==> src/rtl/dram_sched_pkg.sv <==
package dram_sched_pkg;

  typedef enum logic [1:0] {
    MD_READ  = 2'd0,
    MD_TURN  = 2'd1,
    MD_DRAIN = 2'd2
  } sched_mode_e;

  // occupancy above which the write queue forces a drain
  function automatic int wr_drain_level(int depth, int pct);
    return (depth * pct) / 100;
  endfunction

endpackage

==> src/rtl/dram_sched_queue.sv <==
// Age-ordered queue: slot 0 is the oldest, removal compacts the tail.
module dram_sched_queue #(
  parameter int DEPTH = 4,
  parameter int AW    = 16,
  localparam int IW   = $clog2(DEPTH),
  localparam int CW   = $clog2(DEPTH + 1)
) (
  input  logic          clk,
  input  logic          rst_n,
  input  logic          push,
  input  logic [AW-1:0] push_addr,
  input  logic          pop,
  input  logic [IW-1:0] pop_idx,
  output logic [AW-1:0] slot [DEPTH],
  output logic [DEPTH-1:0] vld,
  output logic [CW-1:0] count
);

  logic [AW-1:0] nxt [DEPTH];
  int wpos;

  always_comb begin
    for (int i = 0; i < DEPTH; i++) nxt[i] = slot[i];
    if (pop) begin
      for (int i = 0; i < DEPTH - 1; i++)
        if (i >= int'(pop_idx)) nxt[i] = slot[i+1];
    end
    wpos = int'(count) - (pop ? 1 : 0);
    if (push) begin
      for (int i = 0; i < DEPTH; i++)
        if (i == wpos) nxt[i] = push_addr;
    end
  end

  always_ff @(posedge clk) begin
    for (int i = 0; i < DEPTH; i++) slot[i] <= nxt[i];
  end

  always_ff @(posedge clk) begin
    if (!rst_n) count <= '0;
    else        count <= count + CW'(push) - CW'(pop);
  end

  always_comb begin
    for (int i = 0; i < DEPTH; i++) vld[i] = (i < int'(count));
  end

endmodule

==> src/rtl/dram_open_rows.sv <==
// Per rank/bank open-row table, invalid after reset.
module dram_open_rows #(
  parameter int RB_W  = 3,
  parameter int ROW_W = 9,
  localparam int NB   = 1 << RB_W
) (
  input  logic             clk,
  input  logic             rst_n,
  input  logic             upd,
  input  logic [RB_W-1:0]  upd_bank,
  input  logic [ROW_W-1:0] upd_row,
  output logic [ROW_W-1:0] row_tab [NB],
  output logic [NB-1:0]    row_ok
);

  always_ff @(posedge clk) begin
    if (!rst_n) begin
      row_ok <= '0;
      for (int i = 0; i < NB; i++) row_tab[i] <= '1;
    end else if (upd) begin
      row_ok[upd_bank]  <= 1'b1;
      row_tab[upd_bank] <= upd_row;
    end
  end

endmodule

==> src/rtl/dram_pick.sv <==
// Chooses the oldest entry, or the oldest open-row hit when asked.
module dram_pick #(
  parameter int DEPTH = 4,
  parameter int RB_W  = 3,
  parameter int ROW_W = 9,
  localparam int NB   = 1 << RB_W,
  localparam int IW   = $clog2(DEPTH)
) (
  input  logic [RB_W-1:0]  bidx [DEPTH],
  input  logic [ROW_W-1:0] brow [DEPTH],
  input  logic [DEPTH-1:0] vld,
  input  logic [ROW_W-1:0] row_tab [NB],
  input  logic [NB-1:0]    row_ok,
  input  logic             rowhit_first,
  output logic             found,
  output logic [IW-1:0]    idx,
  output logic             hit
);

  logic [DEPTH-1:0] entry_hit;

  for (genvar g = 0; g < DEPTH; g++) begin : g_hit
    assign entry_hit[g] = row_ok[bidx[g]] && (row_tab[bidx[g]] == brow[g]);
  end

  logic          any_hit;
  logic [IW-1:0] oldest, oldest_hit;

  always_comb begin
    found      = 1'b0;
    any_hit    = 1'b0;
    oldest     = '0;
    oldest_hit = '0;
    for (int i = DEPTH - 1; i >= 0; i--) begin
      if (vld[i]) begin
        found  = 1'b1;
        oldest = IW'(i);
        if (entry_hit[i]) begin
          any_hit    = 1'b1;
          oldest_hit = IW'(i);
        end
      end
    end
    idx = (rowhit_first && any_hit) ? oldest_hit : oldest;
    hit = entry_hit[idx];
  end

endmodule

==> src/rtl/dram_req_sched.sv <==
module dram_req_sched
  import dram_sched_pkg::*;
#(
  parameter int AW            = 16,
  parameter int COL_W         = 4,
  parameter int RANK_W        = 1,
  parameter int BANK_W        = 2,
  parameter int RD_DEPTH      = 4,
  parameter int WR_DEPTH      = 4,
  parameter int WR_THRESH_PCT = 50,
  parameter int TWTR          = 3,
  localparam int ROW_W        = AW - COL_W - RANK_W - BANK_W
) (
  input  logic              clk,
  input  logic              rst_n,
  input  logic              rowhit_first,
  input  logic              req_valid,
  input  logic              req_write,
  input  logic [AW-1:0]     req_addr,
  output logic              req_ready,
  output logic              fwd_valid,
  output logic [AW-1:0]     fwd_addr,
  output logic              cmd_valid,
  input  logic              cmd_ready,
  output logic              cmd_write,
  output logic [AW-1:0]     cmd_addr,
  output logic [RANK_W-1:0] cmd_rank,
  output logic [BANK_W-1:0] cmd_bank,
  output logic [ROW_W-1:0]  cmd_row,
  output logic              cmd_row_hit,
  input  logic              rd_retire
);

  localparam int RB_W      = RANK_W + BANK_W;
  localparam int NB        = 1 << RB_W;
  localparam int RD_IW     = $clog2(RD_DEPTH);
  localparam int RD_CW     = $clog2(RD_DEPTH + 1);
  localparam int WR_IW     = $clog2(WR_DEPTH);
  localparam int WR_CW     = $clog2(WR_DEPTH + 1);
  localparam int WR_THRESH = wr_drain_level(WR_DEPTH, WR_THRESH_PCT);
  localparam int TC_W      = $clog2(TWTR + 1);

  // queue state
  logic [AW-1:0]       rd_slot [RD_DEPTH];
  logic [RD_DEPTH-1:0] rd_vld;
  logic [RD_CW-1:0]    rd_cnt;
  logic [AW-1:0]       wr_slot [WR_DEPTH];
  logic [WR_DEPTH-1:0] wr_vld;
  logic [WR_CW-1:0]    wr_cnt;

  // named events
  logic fwd_match, rd_space, wr_space, accept;
  logic rd_push, wr_push, fwd_evt, grant, rd_pop, wr_pop, retire_evt;

  sched_mode_e      mode;
  logic [TC_W-1:0]  turn_cnt;
  logic [RD_CW-1:0] rd_pend;

  always_comb begin
    fwd_match = 1'b0;
    for (int i = 0; i < WR_DEPTH; i++)
      if (wr_vld[i] && wr_slot[i] == req_addr) fwd_match = 1'b1;
  end

  assign rd_space   = (int'(rd_cnt) + int'(rd_pend)) < RD_DEPTH;
  assign wr_space   = int'(wr_cnt) < WR_DEPTH;
  assign req_ready  = req_write ? wr_space : rd_space;
  assign accept     = req_valid && req_ready;
  assign wr_push    = accept && req_write;
  assign fwd_evt    = accept && !req_write && fwd_match;
  assign rd_push    = accept && !req_write && !fwd_match;
  assign grant      = cmd_valid && cmd_ready;
  assign rd_pop     = grant && !cmd_write;
  assign wr_pop     = grant && cmd_write;
  assign retire_evt = rd_retire && (rd_pend != '0);

  // per-slot address fields for the pickers
  logic [RB_W-1:0]  rd_bi [RD_DEPTH];
  logic [ROW_W-1:0] rd_rw [RD_DEPTH];
  logic [RB_W-1:0]  wr_bi [WR_DEPTH];
  logic [ROW_W-1:0] wr_rw [WR_DEPTH];

  for (genvar g = 0; g < RD_DEPTH; g++) begin : g_rd_fld
    assign rd_bi[g] = rd_slot[g][COL_W +: RB_W];
    assign rd_rw[g] = rd_slot[g][AW-1 -: ROW_W];
  end
  for (genvar g = 0; g < WR_DEPTH; g++) begin : g_wr_fld
    assign wr_bi[g] = wr_slot[g][COL_W +: RB_W];
    assign wr_rw[g] = wr_slot[g][AW-1 -: ROW_W];
  end

  logic [ROW_W-1:0] row_tab [NB];
  logic [NB-1:0]    row_ok;
  logic             rd_found, rd_hit, wr_found, wr_hit;
  logic [RD_IW-1:0] rd_idx;
  logic [WR_IW-1:0] wr_idx;

  dram_sched_queue #(.DEPTH(RD_DEPTH), .AW(AW)) u_rdq (
    .clk(clk), .rst_n(rst_n), .push(rd_push), .push_addr(req_addr),
    .pop(rd_pop), .pop_idx(rd_idx), .slot(rd_slot), .vld(rd_vld), .count(rd_cnt));

  dram_sched_queue #(.DEPTH(WR_DEPTH), .AW(AW)) u_wrq (
    .clk(clk), .rst_n(rst_n), .push(wr_push), .push_addr(req_addr),
    .pop(wr_pop), .pop_idx(wr_idx), .slot(wr_slot), .vld(wr_vld), .count(wr_cnt));

  dram_pick #(.DEPTH(RD_DEPTH), .RB_W(RB_W), .ROW_W(ROW_W)) u_rd_pick (
    .bidx(rd_bi), .brow(rd_rw), .vld(rd_vld), .row_tab(row_tab), .row_ok(row_ok),
    .rowhit_first(rowhit_first), .found(rd_found), .idx(rd_idx), .hit(rd_hit));

  dram_pick #(.DEPTH(WR_DEPTH), .RB_W(RB_W), .ROW_W(ROW_W)) u_wr_pick (
    .bidx(wr_bi), .brow(wr_rw), .vld(wr_vld), .row_tab(row_tab), .row_ok(row_ok),
    .rowhit_first(rowhit_first), .found(wr_found), .idx(wr_idx), .hit(wr_hit));

  dram_open_rows #(.RB_W(RB_W), .ROW_W(ROW_W)) u_rows (
    .clk(clk), .rst_n(rst_n), .upd(grant), .upd_bank(cmd_addr[COL_W +: RB_W]),
    .upd_row(cmd_row), .row_tab(row_tab), .row_ok(row_ok));

  // command offer
  always_comb begin
    if (mode == MD_DRAIN) begin
      cmd_valid   = wr_found;
      cmd_write   = 1'b1;
      cmd_addr    = wr_slot[wr_idx];
      cmd_row_hit = wr_hit;
    end else begin
      cmd_valid   = (mode == MD_READ) && rd_found;
      cmd_write   = 1'b0;
      cmd_addr    = rd_slot[rd_idx];
      cmd_row_hit = rd_hit;
    end
  end

  assign cmd_rank = cmd_addr[COL_W +: RANK_W];
  assign cmd_bank = cmd_addr[COL_W + RANK_W +: BANK_W];
  assign cmd_row  = cmd_addr[AW-1 -: ROW_W];

  // read / turnaround / drain sequencing
  always_ff @(posedge clk) begin
    if (!rst_n) begin
      mode     <= MD_READ;
      turn_cnt <= '0;
    end else begin
      unique case (mode)
        MD_READ:
          if (int'(wr_cnt) > WR_THRESH) begin
            mode     <= MD_TURN;
            turn_cnt <= TC_W'(TWTR);
          end
        MD_TURN:
          if (turn_cnt == TC_W'(1)) mode <= MD_DRAIN;
          else                      turn_cnt <= turn_cnt - TC_W'(1);
        MD_DRAIN:
          if (wr_cnt == '0) mode <= MD_READ;
        default: mode <= MD_READ;
      endcase
    end
  end

  always_ff @(posedge clk) begin
    if (!rst_n) begin
      rd_pend   <= '0;
      fwd_valid <= 1'b0;
      fwd_addr  <= '0;
    end else begin
      rd_pend   <= rd_pend + RD_CW'(rd_pop) - RD_CW'(retire_evt);
      fwd_valid <= fwd_evt;
      if (fwd_evt) fwd_addr <= req_addr;
    end
  end

endmodule

==> config.mk <==
export PLATFORM = sky130hd
export DESIGN_NAME = dram_req_sched
export DESIGN_NICKNAME = d
export VERILOG_FILES = /design/src/rtl/dram_sched_pkg.sv /design/src/rtl/dram_sched_queue.sv /design/src/rtl/dram_open_rows.sv /design/src/rtl/dram_pick.sv /design/src/rtl/dram_req_sched.sv
export SDC_FILE = /design/constraint.sdc
export NUM_CORES = 1
export LEC_CHECK = 0
export ABC_CLOCK_PERIOD_IN_PS = 5370
export BUFFER_PORTS_ARGS = -buffer_cell sky130_fd_sc_hd__buf_2
export CORE_MARGIN = 2
export CORE_UTILIZATION = 60
export DETAILED_ROUTE_END_ITERATION = 12
export HOLD_SLACK_MARGIN = 0.06
export PLACE_DENSITY = 0.77
export SETUP_SLACK_MARGIN = 0.3
export SYNTH_ARGS = -nofsm -noshare
export SYNTH_HDL_FRONTEND = slang
export SYNTH_HIERARCHICAL = 1
export SYNTH_SLANG_ARGS = --single-unit
==> constraint.sdc <==
create_clock -name clk -period 5.37 [get_ports clk]
set_input_delay 1.074 -clock clk [delete_from_list [all_inputs] [get_ports clk]]
set_output_delay 1.074 -clock clk [all_outputs]
set_load 0.01 [all_outputs]
After elaboration in Yosys (flattened, before gate mapping). Index checks and enable logic that the tools add are counted.

Order comparisons: 41. Reduce and logical (&&, ||, !) cells: 39. Equal/unequal tests: 25. Bitwise logic cells: 12. Add/subtract/negate cells: 10. Mux-type cells: 141.

Operator list (count): $mux 16 (19); $bmux 9 s3 (8); $mux 9 (17); $eq 3x32->1 const A (4); $mux 64 (2); $mux 48 (2); $bwmux 72 (1); $eq 9x9->1 (8); $bmux 16 s2 (2); $eq 16x16->1 (4); $eq 2x32->1 const A (2); $logic_not 32->1 (2); $sub 4x32->32 (2); $mux 2 (31); $mux 1 (45); $ge 4x4->1 const B (9); $lt 3x4->1 const B (9); $not 3->4 (9); $demux 9 s3 (1); $logic_and 1x1->1 (26); $bmux 1 s3 (8); $lt 1x3->1 const A (4); $lt 2x3->1 const A (4); $add 3x1->3 (3); other kinds (29) (46).

Register bits: 238. Word-level logic and storage cells: 292.

Depth between registers and ports, before layout.
Depth in word-level cells: 27. Mapped depth: 20. Depth with buffers taken out: 15.

Modules after synthesis. Netlist, hierarchy kept.

Modules (own cells, without submodules): dram_pick (cells each 261, times used 2, area each 3190.6 um^2, sequential area each 0.0 um^2); dram_req_sched (cells each 368, times used 1, area each 3253.1 um^2, sequential area each 480.5 um^2); dram_open_rows (cells each 286, times used 1, area each 3146.8 um^2, sequential area each 1601.5 um^2); dram_sched_queue at u_rdq (cells each 205, times used 1, area each 3060.4 um^2, sequential area each 1501.4 um^2); dram_sched_queue at u_wrq (cells each 205, times used 1, area each 3057.9 um^2, sequential area each 1501.4 um^2).

Worst setup path before layout. Ideal clock, no wire load.

Kind: reg-to-output. Start: reg u_wrq/slot[4] in the netlist's numbering. End: out cmd_addr[4]. Arrival time: 4.031 ns. Slack: 0.265 ns. Required time: 4.296 ns. Cell stages (with the launch flop): 17. Buffers on the path: 5. Cell sequence: edfxtp_1 -> buf_2 -> buf_4 -> mux4_2 -> mux2i_1 -> xor2_1 -> o2111ai_1 -> nor3_2 -> a21o_2 -> a21oi_2 -> nor3_4 -> clkbuf_1 -> buf_2 -> mux4_2 -> nand2_1 -> nand2_1 -> buf_4.

Cells in the longest elaborated chain, start to end: 21. Elaborated cells on any way between the ends: 31. Those cells by class: 1 x eq/ne; 26 x mux; 2 x bitwise; 2 x reduce/logical.

RTL lines: start: declaration (line dram_sched_queue.sv:14) `output logic [AW-1:0] slot [DEPTH],`; $not 3->4 (implied by the code) (line dram_pick.sv:23) `assign entry_hit[g] = row_ok[bidx[g]] && (row_tab[bidx[g]] == brow[g]);`; $bmux 9 s3 (line dram_pick.sv:23); $mux 9 (implied by the code) (2 in series) (line dram_pick.sv:23); $eq 9x9->1 (line dram_pick.sv:23); $logic_and 1x1->1 (*) (line dram_pick.sv:23); $mux 1 (line dram_pick.sv:38) `if (entry_hit[i]) begin`; $mux 1 (line dram_pick.sv:35) `if (vld[i]) begin`; $mux 1 (line dram_pick.sv:38); (+4 left out); $mux 1 (line dram_pick.sv:35); $logic_and 1x1->1 (line dram_pick.sv:44) `idx = (rowhit_first && any_hit) ? oldest_hit : oldest;`; $mux 2 (*) (line dram_pick.sv:44); named net wr_idx[0] (line dram_req_sched.sv:96) `logic [WR_IW-1:0] wr_idx;`; $not 2->3 (implied by the code) (*) (line dram_req_sched.sv:123) `cmd_addr = wr_slot[wr_idx];`; $bmux 16 s2 (*) (line dram_req_sched.sv:123); $mux 16 (implied by the code) (*) (2 in series) (line dram_req_sched.sv:123); $mux 16 (*) (line dram_req_sched.sv:120) `if (mode == MD_DRAIN) begin`; end: declaration (line dram_req_sched.sv:26) `output logic [AW-1:0] cmd_addr,`.

Mark *: on every way through the listed nets, which the timed path passes. The rest lies on a longest branch. The select of a mux whose other input is x is not followed.

Worst setup path in the final report.
Start: reg u_rdq/slot[20] in the netlist's numbering. End: out cmd_addr[8].

Cells in the longest elaborated chain, start to end: 19. Elaborated cells on any way between the ends: 27. Those cells by class: 1 x eq/ne; 22 x mux; 2 x bitwise; 2 x reduce/logical.

RTL lines: start: declaration (line dram_sched_queue.sv:14); $not 3->4 (implied by the code) (line dram_pick.sv:23); $bmux 9 s3 (line dram_pick.sv:23); $mux 9 (implied by the code) (2 in series) (line dram_pick.sv:23); $eq 9x9->1 (line dram_pick.sv:23); $logic_and 1x1->1 (*) (line dram_pick.sv:23); $mux 1 (line dram_pick.sv:38); $mux 1 (line dram_pick.sv:35); $mux 1 (line dram_pick.sv:38); (+2 left out); $mux 1 (line dram_pick.sv:35); $logic_and 1x1->1 (line dram_pick.sv:44); $mux 2 (*) (line dram_pick.sv:44); named net rd_idx[0] (line dram_req_sched.sv:95) `logic [RD_IW-1:0] rd_idx;`; $not 2->3 (implied by the code) (*) (line dram_req_sched.sv:128) `cmd_addr = rd_slot[rd_idx];`; $bmux 16 s2 (*) (line dram_req_sched.sv:128); $mux 16 (implied by the code) (*) (2 in series) (line dram_req_sched.sv:128); $mux 16 (*) (line dram_req_sched.sv:120).

Marks and branches as above.

==> metrics.md <==
| Metric | Value |
|---|---|
| Cells after synthesis | 1,586 |
| CP delay by family, top | simple AND/OR/NAND/NOR gates |
| Status | finished, violations left |
| Router iterations before antenna repair | 6 |
| Startpoint class of the critical path | flip-flop |
| CTS clk-pin slew, worst paths | roughly 0.060 ns |
| R2R Path Start | u_wrq/slot[37] |
| Sequential cell area | 0.00509 sq mm |
| Crit share post-route | 102% |
| FF-to-FF path depth | 19 |
| Peak supply drop | about 660 uV |
| Rel. slew slack | around 9% |
| Worst path depth | 15 |
| Final setup fails | 28 |
| Final hold vios | 0 |
| Slowest library cell on the worst path | mux4_2 |
| Netlist Area Pre-Place | around 0.019 sq mm |
| Clock skew | approximately 0.016 ns |
| Worst-path fanout max | 8 |
| Synth warnings | 6 |
| Unique masters post-synth | 79 |
| Routability congestion estimate | 1.01 |
| Die area | between 0.03 and 0.04 sq mm |
| Worst Tran Pin Value | about 1.4 ns |
| TritonCTS buffer count | 28 |
| Worst hold path type | reg -> reg |
| CTS tree | built |
| Max incr delay on CP | roughly 0.51 ns |
| Clk buf depth | 3 |
| Total core area | just over 0.03 sq mm |
| Total Wirelength | 65,300 um |
| Critical Path AT | 4.39 ns |
| R2r setup slk | between 0.3 and 0.4 ns |
| Vias in the first global route | ~15,000 |
| Min setup slack post-route | -0.0976 ns |
| Die height | around 180 um |
| Post-synth top area share | between 20% and 30% |
| Syn Area/Cell | about 12 sq um |
| CP endpoint kind | output pin |
| Dominant cell type by area after synthesis | dfxtp_1 |
| Starting DRT DRC Count | approximately 1,900 |
| # IOs | just over 70 |
| Leak | approximately 8.5 nW |
| CP bufs+invs | 4 |
| Failing checks | setup timing |
| MaxCap Viol Count | 0 |
| Fill cell count | between 2,000 and 2,500 |
| ANT nets after route | 0 |
| Multi-input logic area | between 0.01 and 0.015 sq mm |
| Global route overflow | 0 |
| Slew Limit Fails | 0 |
| Synth Register Bits | approximately 240 |
| GRT Overall Usage | 38.7% |
| Root Driver | clkbuf_16 |
| WL/cell | roughly 31 um |
| Critical Path Start | u_rdq/slot[20] |
| Crit path to | cmd_addr[8] |
| Tmin final | about 5.5 ns |
| RSZ-0062 raised after global routing | true |
| Sequential fraction of the synthesis area | between 20% and 30% |
| Pwr Total | between 0.01 and 0.015 W |
| Post-Syn Nets | between 1,500 and 2,000 |
| Largest net degree at the start of global routing | just over 90 |
| Fin util | 70.8% |
| Crit-path cells | buf_12 > mux4_2 > mux2i_2 > xor2_1 > nand4_1 > nor4_4 > nand3_2 > a21oi_4 > nor3_4 > buf_12 > buf_12 > mux4_2 > nand2_2 > nand2_4 > buf_6 |
| Nets | around 1,800 |
| Pre-CTS setup slack | about 0.13 ns |
| Cell repeated most along the worst path | buf_12 |
| Peak Freq | roughly 180 MHz |
| Async SR Flop Fraction | 0% |
| Number of synthesized flops with an enable pin | 32 |
| FF-to-FF End | u_rows/row_tab[70] |
| Synthesis-to-finish area growth | 15.5% |
| Largest cells by area after synthesis | dfxtp_1 22%, mux4_2 17%, mux2_2 10% |
| Routed vias | between 15,000 and 20,000 |
| Cell Pwr Density | just over 600 mW/mm^2 |
| Initial Util | around three fifths |
| Post-synth top flop | dfxtp_1 |
| DR DRC count | 0 |
| Vias per Instance | about 7.1 |
| DPL Wire Length | between 40,000 and 50,000 um |
| First-pass GRT wire length | ~95,000 um |
| Post-CTS Hold Buffers | 0 |
| Setup CP Type | reg -> out |
| Row cnt | 64 |
| H-tree levels | 1 |
| Req. time, crit path | between 4 and 5 ns |
| Die Width | 181 um |
| Fraction of layout cells with a size suffix above 1 | 43.0% |
| Antenna violations before repair | 2 |
| CTS Sinks | approximately 240 |
| Port bufs | between 70 and 80 |
| Clk Latency, worst-skew pair | 0.57 ns |
[through the flow]
| stage | hold slack (ns) | cells | cell area (sq um) | setup TNS [ns] |
|---|---|---|---|---|
| after floorplan | 0.476 | 1586 | 18900 | 0 |
| after global routing | 0.473 | 2132 | 21800 | -3.54 |
| after CTS | 0.460 | 2115 | 21500 | -0.00514 |
| after global placement | 0.438 | 2033 | 19900 | 0 |
| final | 0.457 | 2133 | 21800 | -1.72 |
| after detailed placement | 0.448 | 2033 | 19900 | 0 |
[worst min-delay path by stage]
stage	cells past startpoint	from	slack, ns	to
after global placement	2	fwd_addr[8]	0.44	fwd_addr[8]
after CTS	2	fwd_addr[7]	0.46	fwd_addr[7]
after global routing	2	fwd_addr[3]	0.47	fwd_addr[3]
after floorplan	2	turn_cnt[1]	0.48	turn_cnt[1]
after detailed placement	2	fwd_addr[1]	0.45	fwd_addr[1]
final	2	fwd_addr[1]	0.46	fwd_addr[1]
[kinds of logic after synthesis]
group / synth area share, %
compound gates: 4.29
flops: 26.9
simple gates: 11.6
fa+ha+maj: 1.58
mux: 43.4
buf+inv: 5.83
xor+xnor: 6.43
[registers in the layout, indices dropped and copies added, names as in the netlist]
signal          flops
u_rdq/slot         64
fwd_addr           16
u_rows/row_ok       8
u_rdq/count         3
rd_pend             3
u_rows/row_tab     72
u_wrq/count         3
turn_cnt            2
u_wrq/slot         64
fwd_valid           1
mode                2
[layer usage]
metal	wire, um	GRT usage (%)	part of all wire [%]
met1	24700	52.4	38
met2	28200	57.6	43
met3	8180	9.25	13
met4	4190	20.7	6.4
met5	0	0	0
[what timing repair did]
action	CTS	global route
resized for setup	72	35
gates cloned	5	0
pin swaps	24	19
endpoints found under the setup margin	37	38
buffers inserted	25	17
[Yosys cell counts (8+ instances only)]
cell,n
a22oi_1,9
nand4_1,26
mux4_2,144
edfxtp_1,32
buf_2,44
a21oi_1,9
mux2i_1,189
nor2_1,31
xor2_1,55
nor3_1,11
dfxtp_1,206
and3_1,8
mux2_4,40
buf_6,30
buf_1,9
mux2_2,170
nand2b_1,11
ha_1,19
o22ai_1,8
inv_1,35
buf_4,25
mux4_1,20
and2_1,13
nand2_1,99
xnor2_1,72
nor2b_1,92
clkbuf_1,24
nand3_1,18
[cell type report]
cell class	instances	area share, %
repair buffers	235	9.66
flip-flops and latches	238	23.3
clock buffers	37	3.89
inverters	36	0.654
well taps	396	2.27
multi-input cells	1175	59.5
diodes	1	0.0115
clock inverters	15	0.665
[layout by cell type (no fill, tap or decap), drive strengths merged, types with 6 or more instances in the layout]
cell,instances
nand3,18
o21ai,8
a21boi,7
or3,6
xnor2,74
mux4,164
and2,13
o22ai,8
clkinv,8
o2111ai,10
nor2b,92
a22oi,9
clkbuf,37
buf,233
dfxtp,206
edfxtp,32
ha,19
nor3,17
and3,10
xor2,58
nor3b,8
a21oi,11
nand2,99
nor2,31
mux2i,191
nand2b,11
mux2,210
inv,38
nand4,28
nor4,15
[where the power goes]
| part | switching (W) | leakage [nW] | internal (W) |
|---|---|---|---|
| combinational | 0.00378 | 6.04 | 0.00406 |
| sequential | 0.000979 | 1.99 | 0.00239 |
| clock | 0.000852 | 0.487 | 0.00118 |
[tightest hold or removal path: stages, from the launching register on]
cell and delay (ns):
dfxtp_1 0.31, nand2_1 0.05, mux2i_1 0.05
Note: power is estimated with default switching activity, not from simulation.
